### src/rtl/i2csam_pkg.sv
package i2csam_pkg;
  localparam int BYTE_W = 8;
  localparam int SLA_W  = 10;
  localparam int MODE_W = 2;
  localparam int HDR_W  = 5;

  localparam logic [BYTE_W-1:0] GC_BYTE    = 8'h00;
  localparam logic [BYTE_W-1:0] SB_BYTE    = 8'h01;
  localparam logic [HDR_W-1:0]  TEN_PREFIX = 5'b11110;

  typedef enum logic [MODE_W-1:0] {
    MODE_OFF  = 2'b00,
    MODE_MS10 = 2'b01,
    MODE_SO7  = 2'b10,
    MODE_SO10 = 2'b11
  } mode_e;

  typedef enum logic [2:0] {
    ST_IDLE, ST_ADR1, ST_ADR2, ST_DATA, ST_SKIP
  } st_e;

  typedef enum logic [2:0] {
    CL_NONE, CL_GC, CL_SB, CL_OWN7, CL_HDRW, CL_HDRR
  } cls_e;
endpackage

### src/rtl/i2csam_rst.sv
module i2csam_rst (
  input  logic clk,
  input  logic rst_n,
  output logic rst_sync_n
);
  logic [1:0] sync_q;

  always_ff @(posedge clk or negedge rst_n) begin
    if (!rst_n) sync_q <= 2'b00;
    else        sync_q <= {sync_q[0], 1'b1};
  end

  assign rst_sync_n = sync_q[1];
endmodule

### src/rtl/i2csam_classify.sv
module i2csam_classify
  import i2csam_pkg::*;
(
  input  logic [MODE_W-1:0] mode,
  input  logic [1:0]        sla_hi,
  input  logic [6:0]        sla_lo7,
  input  logic              gce,
  input  logic              ten_done,
  input  logic [BYTE_W-1:0] data,
  output cls_e              cls
);
  logic ten_mode;

  always_comb begin
    ten_mode = (mode == MODE_MS10) || (mode == MODE_SO10);
    cls      = CL_NONE;
    if (mode == MODE_OFF) begin
      cls = CL_NONE;
    end else if (data == GC_BYTE) begin
      cls = gce ? CL_GC : CL_NONE;
    end else if (data == SB_BYTE) begin
      cls = gce ? CL_SB : CL_NONE;
    end else if (ten_mode) begin
      if (data[7:3] == TEN_PREFIX && data[2:1] == sla_hi) begin
        if (!data[0])     cls = CL_HDRW;
        else if (ten_done) cls = CL_HDRR;
      end
    end else if (data[7:1] == sla_lo7) begin
      cls = CL_OWN7;
    end
  end
endmodule

### src/rtl/i2csam_ack.sv
module i2csam_ack (
  input  logic clk,
  input  logic rst_n,
  input  logic req,
  input  logic force_nak,
  input  logic abort,
  input  logic irm,
  input  logic auto_nak,
  input  logic ctl_wr,
  input  logic ctl_nak,
  output logic ack_vld,
  output logic ack_nak,
  output logic hold,
  output logic irq
);
  logic vld_q, nak_q, hold_q, irq_q;
  logic vld_n, nak_n, hold_n, irq_n;

  always_comb begin
    vld_n  = 1'b0;
    irq_n  = 1'b0;
    nak_n  = nak_q;
    hold_n = hold_q;
    if (abort) begin
      hold_n = 1'b0;
    end else if (req) begin
      if (irm && !force_nak) begin
        irq_n  = 1'b1;
        hold_n = 1'b1;
      end else begin
        vld_n  = 1'b1;
        nak_n  = force_nak | auto_nak;
        hold_n = 1'b0;
      end
    end else if (ctl_wr && hold_q) begin
      vld_n  = 1'b1;
      nak_n  = ctl_nak;
      hold_n = 1'b0;
    end
  end

  always_ff @(posedge clk or negedge rst_n) begin
    if (!rst_n) begin
      vld_q  <= 1'b0;
      nak_q  <= 1'b0;
      hold_q <= 1'b0;
      irq_q  <= 1'b0;
    end else begin
      vld_q  <= vld_n;
      nak_q  <= nak_n;
      hold_q <= hold_n;
      irq_q  <= irq_n;
    end
  end

  assign ack_vld = vld_q;
  assign ack_nak = nak_q;
  assign hold    = hold_q;
  assign irq     = irq_q;
endmodule

### src/rtl/i2c_addr_match.sv
module i2c_addr_match
  import i2csam_pkg::*;
(
  input  logic              clk,
  input  logic              rst_n,
  input  logic [MODE_W-1:0] cfg_mode,
  input  logic [SLA_W-1:0]  cfg_sla,
  input  logic              cfg_gce,
  input  logic              cfg_irm,
  input  logic              cfg_nak,
  input  logic              start_det,
  input  logic              stop_det,
  input  logic              byte_vld,
  input  logic [BYTE_W-1:0] byte_data,
  input  logic              ctl_wr,
  input  logic              ctl_nak,
  output logic              ack_vld,
  output logic              ack_nak,
  output logic              scl_hold,
  output logic              rx_irq,
  output logic              st_sel,
  output logic              st_gca,
  output logic              st_rd
);
  logic rst_i_n;
  st_e  st_q, st_n;
  logic sel_q, sel_n, gca_q, gca_n, rd_q, rd_n, tdone_q, tdone_n;
  logic req, fnak;
  cls_e cls;

  i2csam_rst u_rst (.clk(clk), .rst_n(rst_n), .rst_sync_n(rst_i_n));

  i2csam_classify u_cls (
    .mode(cfg_mode), .sla_hi(cfg_sla[9:8]), .sla_lo7(cfg_sla[6:0]),
    .gce(cfg_gce), .ten_done(tdone_q), .data(byte_data), .cls(cls)
  );

  always_comb begin
    st_n    = st_q;
    sel_n   = sel_q;
    gca_n   = gca_q;
    rd_n    = rd_q;
    tdone_n = tdone_q;
    req     = 1'b0;
    fnak    = 1'b0;
    if (stop_det) begin
      st_n    = ST_IDLE;
      sel_n   = 1'b0;
      tdone_n = 1'b0;
    end else if (start_det) begin
      st_n  = ST_ADR1;
      sel_n = 1'b0;
      gca_n = 1'b0;
      rd_n  = 1'b0;
    end else if (byte_vld) begin
      unique case (st_q)
        ST_ADR1: begin
          tdone_n = 1'b0;
          st_n    = ST_SKIP;
          unique case (cls)
            CL_GC:   begin st_n = ST_DATA; sel_n = 1'b1; gca_n = 1'b1; rd_n = 1'b0; req = 1'b1; end
            CL_SB:   begin gca_n = 1'b1; rd_n = 1'b1; req = 1'b1; fnak = 1'b1; end
            CL_OWN7: begin st_n = ST_DATA; sel_n = 1'b1; gca_n = 1'b0; rd_n = byte_data[0]; req = 1'b1; end
            CL_HDRW: begin st_n = ST_ADR2; gca_n = 1'b0; rd_n = 1'b0; req = 1'b1; end
            CL_HDRR: begin st_n = ST_DATA; sel_n = 1'b1; gca_n = 1'b0; rd_n = 1'b1; req = 1'b1; tdone_n = 1'b1; end
            default: ;
          endcase
        end
        ST_ADR2: begin
          if (byte_data == cfg_sla[7:0]) begin
            st_n    = ST_DATA;
            sel_n   = 1'b1;
            rd_n    = 1'b0;
            tdone_n = 1'b1;
            req     = 1'b1;
          end else begin
            st_n = ST_SKIP;
          end
        end
        ST_DATA: req = !rd_q;
        default: ;
      endcase
    end
  end

  always_ff @(posedge clk or negedge rst_i_n) begin
    if (!rst_i_n) begin
      st_q    <= ST_IDLE;
      sel_q   <= 1'b0;
      gca_q   <= 1'b0;
      rd_q    <= 1'b0;
      tdone_q <= 1'b0;
    end else begin
      st_q    <= st_n;
      sel_q   <= sel_n;
      gca_q   <= gca_n;
      rd_q    <= rd_n;
      tdone_q <= tdone_n;
    end
  end

  i2csam_ack u_ack (
    .clk(clk), .rst_n(rst_i_n), .req(req), .force_nak(fnak),
    .abort(start_det | stop_det), .irm(cfg_irm), .auto_nak(cfg_nak),
    .ctl_wr(ctl_wr), .ctl_nak(ctl_nak),
    .ack_vld(ack_vld), .ack_nak(ack_nak), .hold(scl_hold), .irq(rx_irq)
  );

  assign st_sel = sel_q;
  assign st_gca = gca_q;
  assign st_rd  = rd_q;
endmodule

### config.mk
export PLATFORM = sky130hd
export DESIGN_NAME = i2c_addr_match
export DESIGN_NICKNAME = d
export VERILOG_FILES = /design/src/rtl/i2csam_pkg.sv /design/src/rtl/i2csam_rst.sv /design/src/rtl/i2csam_classify.sv /design/src/rtl/i2csam_ack.sv /design/src/rtl/i2c_addr_match.sv
export SDC_FILE = /design/constraint.sdc
export NUM_CORES = 1
export LEC_CHECK = 0
export ABC_CLOCK_PERIOD_IN_PS = 880
export BUFFER_PORTS_ARGS = -buffer_cell sky130_fd_sc_hd__clkbuf_2
export CAP_MARGIN = 20
export CORE_ASPECT_RATIO = 1.75
export CORE_MARGIN = 2
export CORE_UTILIZATION = 25
export CTS_CLUSTER_SIZE = 16
export DETAILED_ROUTE_END_ITERATION = 16
export SYNTH_ARGS = -nofsm -noshare
export SYNTH_HDL_FRONTEND = slang
export SYNTH_HIERARCHICAL = 1
export SYNTH_SLANG_ARGS = --single-unit
### constraint.sdc
create_clock -name clk -period 0.88 [get_ports clk]
set_input_delay 0 -clock clk [delete_from_list [all_inputs] [get_ports clk]]
set_output_delay 0 -clock clk [all_outputs]
set_load 0.01 [all_outputs]
# --- After elaboration in Yosys (flattened, before gate mapping) ---
# Index checks and enable logic that the tools add are counted.
totals:
  ff_bits: 13
  inputBits: 30
  elab_cells: 126
op_classes:
  n_eq_ne: 22
  mux: 60
  bitwise: 4
  n_reduce_logical: 30
ops:
  columns: ["operator", "n"]
  rows:
  - ["2-to-1 mux 1 bit", 39]
  - ["2-to-1 mux 3 bit", 11]
  - ["nonzero test 3 bit", 5]
  - ["== test 3 x 2 -> 1 bit, second input constant", 4]
  - ["case mux 3 bit (2 select lines)", 2]
  - ["AND reduction 4 bit", 3]
  - ["== test 8 x 1 -> 1 bit, second input constant", 1]
  - ["== test 8 bit", 1]
  - ["logical NOT 8 bit", 1]
  - ["!= test 4 bit, second input constant", 2]
  - ["case mux 1 bit (2 select lines)", 4]
  - ["nonzero test 2 bit", 4]
  - ["== test 7 bit", 1]
  - ["== test 3 x 1 -> 1 bit, second input constant", 2]
  - ["== test 3 bit, second input constant", 2]
  - ["!= test 3 bit, second input constant", 2]
  - ["case mux 1 bit (3 select lines)", 2]
  - ["OR reduction 2 bit", 3]
  - ["OR reduction 3 bit", 2]
  - ["== test 5 bit, second input constant", 1]
  - ["!= test 5 x 4 -> 1 bit, second input constant", 1]
  - ["AND reduction 5 bit", 1]
  - ["OR reduction 5 bit", 1]
  - ["2-to-1 mux 2 bit", 2]
  - ["other kinds (14)", 19]

# --- Longest topological paths before layout ---
depth:
  depth_word: 18
  depth_mapped: 12
  ltp_nobuf: 12

# --- By module ---
# Netlist, hierarchy kept.
modules_own_cells:
  columns: ["module", "n_inst", "cells_each", "area_each_um2", "seq_area_each_um2"]
  rows:
  - ["i2c_addr_match", 1, 82, 695.7, 175.2]
  - ["i2csam_classify", 1, 25, 183.9, 0.0]
  - ["i2csam_ack", 1, 15, 173.9, 100.1]
  - ["i2csam_rst", 1, 3, 53.8, 50.0]

# --- Least setup slack after synthesis ---
# Ideal clock, no wire load.
synth_path:
  path_type: "input to register"
  start: "input port byte_data[6]"
  end: "register u_ack.nak_q, in the netlist u_ack/ack_nak"
  setup_ns: 0.125
  arrival_time_ns: 2.326
  setup_slack_ns: -1.571
  cell_stages: 11
  path_buffers: 0
  path_cell_list: "nor4_1 -> nand2_1 -> o31ai_1 -> inv_1 -> ha_1 -> o21ai_0 -> o21ai_0 -> a21oi_1 -> nor2_1 -> a32o_2 -> mux2_4"
synth_between:
  elab_cells_between_ends: 37
  classes_between: "eq/ne (10); mux (19); bitwise (1); reduce/logical (7)"
synth_lines:
  columns: ["element", "line_no", "text"]
  rows:
  - ["start, declared", "i2c_addr_match.sv:14", "input logic [BYTE_W-1:0] byte_data,"]
  - ["== test 5 bit", "i2csam_classify.sv:24", "if (data[7:3] == TEN_PREFIX && data[2:1] == sla_hi) begin"]
  - ["logical AND 1 bit", "i2csam_classify.sv:24", null]
  - ["2-to-1 mux 3 bit", "i2csam_classify.sv:24", null]
  - ["2-to-1 mux 3 bit", "i2csam_classify.sv:23", "end else if (ten_mode) begin"]
  - ["2-to-1 mux 3 bit", "i2csam_classify.sv:21", "end else if (data == SB_BYTE) begin"]
  - ["2-to-1 mux 3 bit (*)", "i2csam_classify.sv:19", "end else if (data == GC_BYTE) begin"]
  - ["2-to-1 mux 3 bit (*)", "i2csam_classify.sv:17", "if (mode == MODE_OFF) begin"]
  - ["via cls[1]", "i2c_addr_match.sv:29", "cls_e cls;"]
  - ["[2 not listed]", null, null]
  - ["2-to-1 mux 1 bit (*)", "i2c_addr_match.sv:60", "unique case (cls)"]
  - ["case mux 1 bit (3 select lines) (*)", "i2c_addr_match.sv:56", "unique case (st_q)"]
  - ["2-to-1 mux 1 bit (*)", "i2c_addr_match.sv:55", "end else if (byte_vld) begin"]
  - ["2-to-1 mux 1 bit (*)", "i2c_addr_match.sv:50", "end else if (start_det) begin"]
  - ["2-to-1 mux 1 bit (*)", "i2c_addr_match.sv:46", "if (stop_det) begin"]
  - ["via req", "i2c_addr_match.sv:28", "logic req, fnak;"]
  - ["!= test 2 bit (no source line) or nonzero test 2 bit (tied branches)", null, null]
  - ["AND reduction 3 bit (no source line)", null, null]
  - ["end signal, assigned", "i2csam_ack.sv:50", "nak_q <= nak_n;"]
  - ["end, declared", "i2csam_ack.sv:16", "logic vld_q, nak_q, hold_q, irq_q;"]
# The timed path passes the listed nets; every way through them passes the cells marked *. The select of a mux whose other input is x is not followed.
# A chain may end at the register's enable or synchronous reset.

# --- Final worst setup path ---
layout_path:
  start: "input port cfg_mode[0]"
  end: "register u_ack.nak_q, in the netlist u_ack/ack_nak"
layout_between:
  elab_cells_between_ends: 32
  classes_between: "eq/ne (8); mux (16); bitwise (1); reduce/logical (7)"
layout_lines:
  columns: ["element", "line_no", "text"]
  rows:
  - ["start, declared", "i2c_addr_match.sv:6", "input logic [MODE_W-1:0] cfg_mode,"]
  - ["== test 2 x 1 -> 1 bit or == test 2 bit (tied branches)", "i2csam_classify.sv:15", "ten_mode = (mode == MODE_MS10) || (mode == MODE_SO10);"]
  - ["logical OR 1 bit", "i2csam_classify.sv:15", null]
  - ["2-to-1 mux 3 bit", "i2csam_classify.sv:23", null]
  - ["2-to-1 mux 3 bit", "i2csam_classify.sv:21", null]
  - ["2-to-1 mux 3 bit", "i2csam_classify.sv:19", null]
  - ["2-to-1 mux 3 bit (*)", "i2csam_classify.sv:17", null]
  - ["via cls[0]", "i2c_addr_match.sv:29", null]
  - ["== test 3 x 2 -> 1 bit (tied with other cells)", "i2c_addr_match.sv:60", null]
  - ["OR reduction 5 bit (no source line) (*)", null, null]
  - ["2-to-1 mux 1 bit (*)", "i2c_addr_match.sv:60", null]
  - ["case mux 1 bit (3 select lines) (*)", "i2c_addr_match.sv:56", null]
  - ["2-to-1 mux 1 bit (*)", "i2c_addr_match.sv:55", null]
  - ["2-to-1 mux 1 bit (*)", "i2c_addr_match.sv:50", null]
  - ["2-to-1 mux 1 bit (*)", "i2c_addr_match.sv:46", null]
  - ["via req", "i2c_addr_match.sv:28", null]
  - ["!= test 2 bit (no source line) or nonzero test 2 bit (tied branches)", null, null]
  - ["AND reduction 3 bit (no source line)", null, null]
# Marks and branches as above.

==> flow_summary.ini <==
[logic_synthesis]
synthesis.area_per_instance_um2 = 8.86
synth_enable_flop_cells = 0
synthCells = 125
mappedNetlistNets = 156
asyncSetResetFlopFracSynth = 1.00
synth-main-ff-cell = dfrtp_1
synth_sequential_area_ratio = 0.294
synthesis.area_um2 = 1110
ys.warnings.count = 6
ys_types = 45
synth.ff_latch_count = 13

[routing]
routed_via_density = 4.85
remaining_drc_errors = 0
drt_iter0_drc = 26
first_pass_iters = 4
route.antenna.remaining_nets = 0
routed_wl_mm = 4.04
drt-wirelength-per-cell_um = 14.8
dr_total_vias = 1324

[outcome]
run_status = complete, but fails checks
violations = setup timing

[job]
timing.max_cap.violations = 0

[worst_setup_path]
setup.worst_path.class = in -> reg
setup.worst_path.end_class = register
critPathArrivalTime_ns = 2.27
worstSetupStartpointType = primary input
worst-path-max-fanout = 3
ff2ff_path_depth = 8
worstPathRequired_ns = 1.01
timing.reg2reg.setup_slack_ns = -1.17

[timing]
setup_violators_final = 11
grt_setup_unrepaired = true
clock_skew_ns = 0.00198
timing.final.max_slew_violations = 0
worst_slack_ns = -1.26
slew_of_the_pin_with_the_lowest_slew_margin_ns = 0.637
final_period_minus_worst_setup_slack_ns = 2.14
hold_viol = 0
fin_tns_setup_ns = -9.48
maxSlewHeadroom = 0.571
final.period_utilization = 2.43
fmax_mhz = 468

[clocking]
tritoncts_clock_tree = built
clock_slew_seen_by_the_registers_of_the_worst_setup_and_hold_paths_ns = 0.05
numClockSinks = 13
cts-buffers-inserted = 3
clock_latency_ns = 0.25
clock_tree.root_cell = clkbuf_8
cts-htree-levels = 1
clk_path_buf_depth = 2

[global_routing]
gr-usage-all-layers = 0.163
grt_antenna_before_repair = 0
grt_max_degree = 12
global_route.overflow_total = 0
grt_pass1_wl_mm = 5.95
first_global_vias = 1435

[min_path]
hp-class = in -> reg
hold-path-cell-count = 3

[floorplanning]
area_enclosed_by_the_die_boundary_um2 = 5000
boundaryPins = 37
floorplan.initialDensity = 0.256
core_um2 = 4320
floorplan.die.width_um = 54.3
die_extent_in_y_um = 92.0
rows = 32

[place]
half_perimeter_wire_length_after_detailed_placement_mm = 2.97
placed_area_um2 = 1750
post-place-cells = 259
place_congestion = 0.863
port_buffers = 36

[layout]
final_core_util = 0.507
final_nets = 254
finalNonFillerCells = 273
final_layout_size_suffix_gt1_frac = 0.608
antenna_cells_inserted = 0
area.growth.synth_to_final_pct = 98.0
post-route-cell-area_um2 = 2190

[power]
p_per_area_nw_per_um2 = 821
leakagePower_nw = 1.00
p_total_w = 0.00180
vdd.ir_drop.worst_mv = 0.918
-- logic make-up after synthesis --
group | count (synthesis) | share of synthesized area
simple gates | 48 | 0.273
compound gates | 35 | 0.231
xor+xnor | 18 | 0.142
flops | 13 | 0.294
buf+inv | 8 | 0.0316
fa+ha+maj | 1 | 0.0113
other cells | 1 | 0.00339
mux | 1 | 0.0136
-- layer usage --
metal | share of wire | up-vias | GRT usage
met4 | 0.017 | 0 | 0.0688
li1 | - | 658 | -
met3 | 0.040 | 5 | 0.0130
met5 | 0 | - | 0
met1 | 0.34 | 626 | 0.149
met2 | 0.60 | 35 | 0.329
-- cells in the final DEF, fill, tap and decap left out, drive strengths merged, types with 2 or more instances in the layout --
cell / Yosys / layout
a21oi: 8 / 8
a31o: 2 / 2
buf: 2 / 65
clkbuf: 0 / 33
dfrtp: 13 / 13
inv: 6 / 6
nand2: 7 / 7
nand2b: 5 / 5
nand3: 5 / 5
nand3b: 2 / 2
nor2: 10 / 10
nor2b: 2 / 2
nor3: 3 / 3
nor4: 6 / 6
o211ai: 2 / 2
o21ai: 9 / 9
xor2: 18 / 18
-- final cells by class --
type | instances | area [um2]
clock buffers | 4 | 45.0
fillers | 415 | 2130
inverters | 6 | 22.5
multi-input cells | 104 | 1010
flip-flops and latches | 13 | 325
well taps | 51 | 63.8
repair buffers | 95 | 728
-- timing repair --
item | in CTS | in global routing
buffers inserted | 5 | 6
endpoints found under the setup margin | 13 | 13
gates resized for setup | 27 | 38
hold endpoints to repair | 2 | 0
pin swaps | 11 | 19
hold buffers | 1 | 0
-- stage by stage --
step / hold WS, ns / worst slack (ns)
after floorplan: -0.296 / -1.27
after global placement: -0.213 / -1.46
after detailed placement: -0.212 / -1.50
after CTS: 0.0622 / -1.14
after global routing: 0.0776 / -1.37
final: 0.0610 / -1.26
-- Yosys cell counts (all sizes together) (2+ instances only) --
| cell type | instances | share of area |
|---|---|---|
| dfrtp | 13 | 0.29 |
| o21ai | 9 | 0.041 |
| a21oi | 8 | 0.036 |
| nand3 | 5 | 0.023 |
| nand2 | 7 | 0.024 |
| nand3b | 2 | 0.014 |
| nor4 | 6 | 0.067 |
| xor2 | 18 | 0.14 |
| nor3 | 3 | 0.014 |
| inv | 6 | 0.020 |
| nor2 | 10 | 0.034 |
| nand2b | 5 | 0.028 |
| a31o | 2 | 0.016 |
| o211ai | 2 | 0.014 |
| nor2b | 2 | 0.011 |
| buf | 2 | 0.011 |
-- sequential cells by signal (all words and copies together) (netlist names) --
register       cells
u_ack/ack_nak      1
u_ack/hold         1
u_rst/sync_q       2
st_rd              1
u_ack/ack_vld      1
u_ack/irq          1
tdone_q            1
st_gca             1
st_sel             1
st_q               3
-- worst paths after layout --
| kind | start | end |
|---|---|---|
| max in group asynchronous | u_rst/sync_q[1] | st_gca |
| worst max-delay path | cfg_mode[0] | u_ack/ack_nak |
| worst min register to register | u_rst/sync_q[1] | st_q[1] |
| min in group asynchronous | rst_n | u_rst/sync_q[1] |
| worst min-delay path | ctl_wr | u_ack/hold |
| worst max register to register | tdone_q | u_ack/ack_nak |
-- power by group --
part / switching [W] / leakage [nW] / internal, W
combinational: 0.000301 / 0.808 / 0.000318
sequential: 0.0000245 / 0.173 / 0.000621
clock: 0.000216 / 0.0228 / 0.000320
total: 0.000541 / 1.00 / 0.00126
-- critical path, cell delays in order --
cell,delay [ns]
buf_6,0.07
buf_4,0.10
nand4b_1,0.21
nor4_4,0.38
o2111ai_2,0.18
o311ai_4,0.11
nand2b_1,0.13
o21ai_2,0.18
o21ai_2,0.09
a21oi_2,0.19
nor2b_4,0.18
a32o_2,0.15
mux2_4,0.29
Note: power is estimated with default switching activity, not from simulation.
